$ cat config.mk
export PLATFORM = sky130hd
export DESIGN_NAME = jtag_spi_bridge
export DESIGN_NICKNAME = d
export VERILOG_FILES = /design/src/rtl/jsb_pkg.sv /design/src/rtl/jsb_header.sv /design/src/rtl/jsb_xfer.sv /design/src/rtl/jsb_return.sv /design/src/rtl/jtag_spi_bridge.sv
export SDC_FILE = /design/constraint.sdc
export NUM_CORES = 1
export LEC_CHECK = 0
export BUFFER_PORTS_ARGS = -buffer_cell sky130_fd_sc_hd__clkbuf_2
export CAP_MARGIN = 20
export CORE_ASPECT_RATIO = 1.1
export CORE_UTILIZATION = 50
export DETAILED_ROUTE_END_ITERATION = 6
export PLACE_DENSITY = 0.64
export SLEW_MARGIN = 10
export SYNTH_ARGS = -nofsm -noshare
export SYNTH_HDL_FRONTEND = slang
export SYNTH_SLANG_ARGS = --single-unit
$ cat constraint.sdc
create_clock -name drck -period 3.4 [get_ports drck]
set_input_delay 0.51 -clock drck [delete_from_list [all_inputs] [get_ports drck]]
set_output_delay 0.51 -clock drck [all_outputs]
set_load 0.02 [all_outputs]
$ cat src/rtl/jsb_pkg.sv
package jsb_pkg;

    // default header geometry: sync word then payload length
    localparam int SYNC_W_DEF = 32;
    localparam int LEN_W_DEF  = 16;

    // default sync word, two different 16-bit halves
    localparam logic [SYNC_W_DEF-1:0] SYNC_WORD_DEF = 32'h59A6_59A3;

endpackage

$ cat src/rtl/jsb_header.sv
module jsb_header #(
    parameter int                SYNC_W    = jsb_pkg::SYNC_W_DEF,
    parameter int                LEN_W     = jsb_pkg::LEN_W_DEF,
    parameter logic [SYNC_W-1:0] SYNC_WORD = jsb_pkg::SYNC_WORD_DEF
) (
    input  logic             drck,
    input  logic             scan_clear,
    input  logic             tdi,
    output logic             hit,
    output logic [LEN_W-1:0] len,
    output logic             found
);
    localparam int HDR_W = SYNC_W + LEN_W;

    typedef struct packed {
        logic [HDR_W-2:0] hdr;    // bits kept for the next shift
        logic             fresh;  // next edge starts a new header
        logic             found;  // sync seen in this scan
    } hdr_st_t;

    hdr_st_t          st_d, st_q;
    logic [HDR_W-1:0] window;

    always_comb begin
        // header as it stands once this edge has shifted tdi in
        if (st_q.fresh) window = {{(HDR_W-1){1'b0}}, tdi};
        else            window = {st_q.hdr, tdi};

        st_d = st_q;
        hit  = 1'b0;
        if (scan_clear) begin
            st_d.fresh = 1'b1;
            st_d.found = 1'b0;
        end else begin
            st_d.hdr   = window[HDR_W-2:0];
            st_d.fresh = 1'b0;
            if (!st_q.found && (window[HDR_W-1 -: SYNC_W] == SYNC_WORD)) begin
                hit        = 1'b1;
                st_d.found = 1'b1;
            end
        end
    end

    always_ff @(posedge drck) begin
        st_q <= st_d;
    end

    assign len   = window[LEN_W-1:0];
    assign found = st_q.found;


    found_hold_chk: assert property (@(posedge drck) disable iff (scan_clear)
        st_q.found |=> st_q.found);

endmodule

$ cat src/rtl/jsb_xfer.sv
module jsb_xfer #(
    parameter int LEN_W = jsb_pkg::LEN_W_DEF
) (
    input  logic             drck,
    input  logic             scan_clear,
    input  logic             load,
    input  logic [LEN_W-1:0] len_in,
    output logic             lane
);
    typedef struct packed {
        logic [LEN_W-1:0] remain;  // payload bits still to move
    } xfer_st_t;

    xfer_st_t st_d, st_q;
    logic     lane_d, lane_q;

    always_comb begin
        st_d = st_q;
        if (scan_clear)               st_d.remain = '0;
        else if (load)                st_d.remain = len_in;
        else if (st_q.remain != '0)   st_d.remain = st_q.remain - 1'b1;
    end

    always_ff @(posedge drck) begin
        st_q <= st_d;
    end

    // chip-select window moves on the falling edge so SCK pulses sit inside it
    always_comb begin
        lane_d = (st_q.remain != '0);
    end

    always_ff @(negedge drck) begin
        lane_q <= lane_d;
    end

    assign lane = lane_q;


    load_idle_chk: assert property (@(posedge drck) disable iff (scan_clear)
        load |-> (st_q.remain == '0));

endmodule

$ cat src/rtl/jsb_return.sv
module jsb_return (
    input  logic drck,
    input  logic lane,
    input  logic miso,
    output logic tdo
);
    typedef struct packed {
        logic tdo;  // last MISO bit taken on an SCK rise
    } ret_st_t;

    ret_st_t st_d, st_q;

    always_comb begin
        st_d = st_q;
        if (lane) st_d.tdo = miso;
    end

    always_ff @(posedge drck) begin
        st_q <= st_d;
    end

    assign tdo = st_q.tdo;

endmodule

$ cat src/rtl/jtag_spi_bridge.sv
module jtag_spi_bridge #(
    parameter int                SYNC_W    = jsb_pkg::SYNC_W_DEF,
    parameter int                LEN_W     = jsb_pkg::LEN_W_DEF,
    parameter logic [SYNC_W-1:0] SYNC_WORD = jsb_pkg::SYNC_WORD_DEF
) (
    input  logic drck,
    input  logic sel,
    input  logic capture,
    input  logic update,
    input  logic tap_reset,
    input  logic tdi,
    output logic tdo,
    output logic spi_cs_n,
    output logic spi_sck,
    output logic spi_mosi,
    input  logic spi_miso
);
    logic             scan_clear;
    logic             hit;
    logic             found;
    logic [LEN_W-1:0] len;
    logic             lane;

    assign scan_clear = capture | update | tap_reset | ~sel;

    jsb_header #(
        .SYNC_W    (SYNC_W),
        .LEN_W     (LEN_W),
        .SYNC_WORD (SYNC_WORD)
    ) u_hdr (
        .drck       (drck),
        .scan_clear (scan_clear),
        .tdi        (tdi),
        .hit        (hit),
        .len        (len),
        .found      (found)
    );

    jsb_xfer #(
        .LEN_W (LEN_W)
    ) u_xfer (
        .drck       (drck),
        .scan_clear (scan_clear),
        .load       (hit),
        .len_in     (len),
        .lane       (lane)
    );

    jsb_return u_ret (
        .drck (drck),
        .lane (lane),
        .miso (spi_miso),
        .tdo  (tdo)
    );

    assign spi_cs_n = ~lane;
    assign spi_sck  = drck & lane;
    assign spi_mosi = tdi & lane;


    cs_needs_found_chk: assert property (@(posedge drck) disable iff (scan_clear)
        !spi_cs_n |-> found);


    hit_selects_chk: assert property (@(posedge drck) disable iff (scan_clear)
        (hit && (len != '0)) |=> !spi_cs_n);


    zero_len_idle_chk: assert property (@(posedge drck) disable iff (scan_clear)
        (hit && (len == '0)) |=> spi_cs_n);

endmodule

==> impl_metrics.toml <==
[run_status]
status = "completed"

[layout]
regArea_sq_um = 1822
layout-drive-gt1-share_pct = 13.60
finalNonFillerCells = 325
fin_nets = 253
area_growth_pct = 11.42
multi_input_area_sq_um = 969.7
fill_cells = 478
final_common_cell = "edfxtp_1"
mostFrequentLayoutCells = "edfxtp_1 (48), nor2b_1 (45), dfxtp_1 (19), nand2_1 (12), nand3_1 (11)"
antenna_cells = 0

[logic_synthesis]
syn_area_sq_um = 2870
synth.avg_cell_area_sq_um = 12.53
synthXorXnorAreaFrac_pct = 2.441
synth.top_cell.area_share_pct = 50.22
synth.mux.area_fraction_pct = 0.3487
synth-edff-count = 48
ys_seq_area_share_pct = 63.47
syn_inst = 229
ys_async_sr_fraction_pct = 0
synth-seq-cells = 67
yosys.area.top_type = "edfxtp_1"
synth.area.top_cells = "edfxtp_1 (50%), dfxtp_1 (13%), nor2b_1 (9.8%), nand3_1 (1.9%), nand2_1 (1.6%)"
synthAdderAreaFrac_pct = 0.4359
synth_compound_area_share_pct = 6.277
synth_top_family_by_area = "simple AND/OR/NAND/NOR gates"
synth_warnings = 0
synth_fp_nets = 237
yosys.area_share.simple_pct = 24.28
synth-main-ff-cell = "edfxtp_1"
synthDistinctLibCells = 43

[power_and_ir_drop]
cellLeakagePower_nw = 1.157
powerDensity_nw_per_um2 = 490.1
ir_worst_vdd_uv = 294.6

[setup_path]
worst_setup_path_end_kind = "output port"
timing.rr.start = "u_xfer.st_q[0]"
timing.critical_path.buf_inv = 2
cp.arrival_ps = 2760
crit_chain = "inv_1, nor2_1, clkbuf_2"
cp_max_fo = 3
timing.rr.end = "u_xfer.lane"
ff2ff_setup_slack_ps = 170
slowest_stage = "dfxtp_1"
critical_path_class = "reg -> out"
crit_family = "flip-flops"
cp_data_required_time_ps = 2890
critPathLaunchType = "register"
slowest_delay_ps = 350
crit_start = "u_xfer.lane"
r2r_cells = 5

[clocking]
cts_tree = "built"
cts_buffers = 9
clockRootBuffer = "clkbuf_8"
h-tree-depth = 3
clkTransAtPathRegs_ps = 70
insertion_delay_ps = 380
ctsLongestPathBuffers = 2
postCtsSetupRepairBufs = 0
ctsHoldBuffers = 0
cts_resized = 0

[detailed_routing]
wire_per_inst_um = 14.76
viasPerCell = 5.323
dr.pass1.iters = 4
finalWirelength_mm = 4.798
ant_nets = 0
drcViolationCount = 0
vias = 1730
drtIter0Drc = 100

[sta]
worst_pin_slew_ps = 724.2
hold_ws_ps = 349.7
max-slew-margin-rel_pct = 51.72
setup_violations = 0
maxSlewViolCount = 0
finalHoldViolations = 0
finalSetupTns_ps = 0
rsz0062_at_grt = "no"
finClkSkew_ps = 47.02

[floorplanning]
ios = 11
die_area_sq_um = 6048
start_util_pct = 52.52
coreArea_sq_um = 5465
die_h_um = 81.47
die_w_um = 74.24
rows = 28

[grt]
overflow = 0
grtUsageMet2_pct = 26.00
grtUsageMet3_pct = 4.785
antenna_found_initial = 0
grt_pass1_vias = 1702
grt_pass1_wl_mm = 7.997
grt-busiest-layer = "met2"
grt_max_degree = 62
use_met1_pct = 25.78
track_usage_pct = 18.04

[min_path]
whs_path_depth = 1
worst_hold_path_type = "in -> reg"
whs_endpoint = "u_ret.tdo"
hold_start = "spi_miso"

[run]
maxCapViolCount = 0

[placement]
placed_cells = 308
dp_hpwl_mm = 2.975
place.gp.congestion = 0.7862
port_buffers = 10
-- cell type report --
class	instances	area share, %
clock buffers	10	4.030
clock inverters	9	2.465
inverters	6	0.7042
multi-input cells	144	30.32
flip-flops and latches	67	56.96
well taps	75	2.934
repair buffers	14	2.582
-- stage by stage --
| stage | util (%) | power (mW) | instance area (sq um) | worst slack (ps) |
|---|---|---|---|---|
| 2_1_floorplan | - | 0.9213 | 2870 | 36.73 |
| 3_3_place_gp | 54.88 | 0.9312 | 2999 | 175.5 |
| 3_5_place_dp | 54.88 | 0.9316 | 2999 | 140.2 |
| 4_1_cts | 58.52 | 1.585 | 3198 | 111.8 |
| 5_1_grt | 58.52 | 1.626 | 3198 | 39.99 |
| 6_report | 58.52 | 1.567 | 3198 | 130.2 |
-- report_power, final --
| part | switching, mW | internal [mW] |
|---|---|---|
| Clock | 0.292 | 0.369 |
| Combinational | 0.0164 | 0.00910 |
| Sequential | 0.00311 | 0.878 |
| Total | 0.311 | 1.26 |
-- cell usage after synthesis (all sizes together) (3+ instances only) --
| cell type | n |
|---|---|
| inv | 7 |
| clkbuf | 7 |
| nor3 | 4 |
| nor2 | 7 |
| xnor2 | 4 |
| nor4b | 3 |
| o31ai | 6 |
| o211a | 4 |
| edfxtp | 48 |
| or4 | 6 |
| nor2b | 45 |
| xor2 | 4 |
| dfxtp | 19 |
| nand3 | 11 |
| buf | 4 |
| o21ai | 4 |
| a21oi | 5 |
| nor4 | 5 |
| nand2 | 13 |
| nor4bb | 3 |
-- cells by family (layout without fill, tap and decap cells) --
| kind of cell | Yosys count | after routing |
|---|---|---|
| AOI/OAI and AO/OA | 25 | 25 |
| xor gates and xnor gates | 8 | 8 |
| adders and majority gates | 1 | 1 |
| buffers and inverters | 18 | 39 |
| DFF | 67 | 67 |
| muxes | 1 | 1 |
| and+or+nand+nor | 109 | 109 |
-- flip-flops by register name (all words and copies together) (netlist names) --
name and count:
u_xfer.st_q 16, u_xfer.lane 1, u_hdr.st_q 48, u_ret.tdo 1, u_hdr.found 1
-- per-layer routing --
metal	part of all wire (%)	up-vias
met4	1.2	0
met1	50	829
met3	3.2	5
met2	45	30
met5	0	-
li1	-	866
-- worst max-delay path by stage --
stage / cells past startpoint / endpoint / slack (ps)
2_1_floorplan: 5 / u_xfer.lane / 40
3_3_place_gp: 5 / u_xfer.lane / 180
3_5_place_dp: 5 / u_xfer.lane / 140
4_1_cts: 3 / spi_sck / 110
5_1_grt: 5 / u_xfer.lane / 40
6_report: 3 / spi_sck / 130
(Power assumes the default switching activity.)
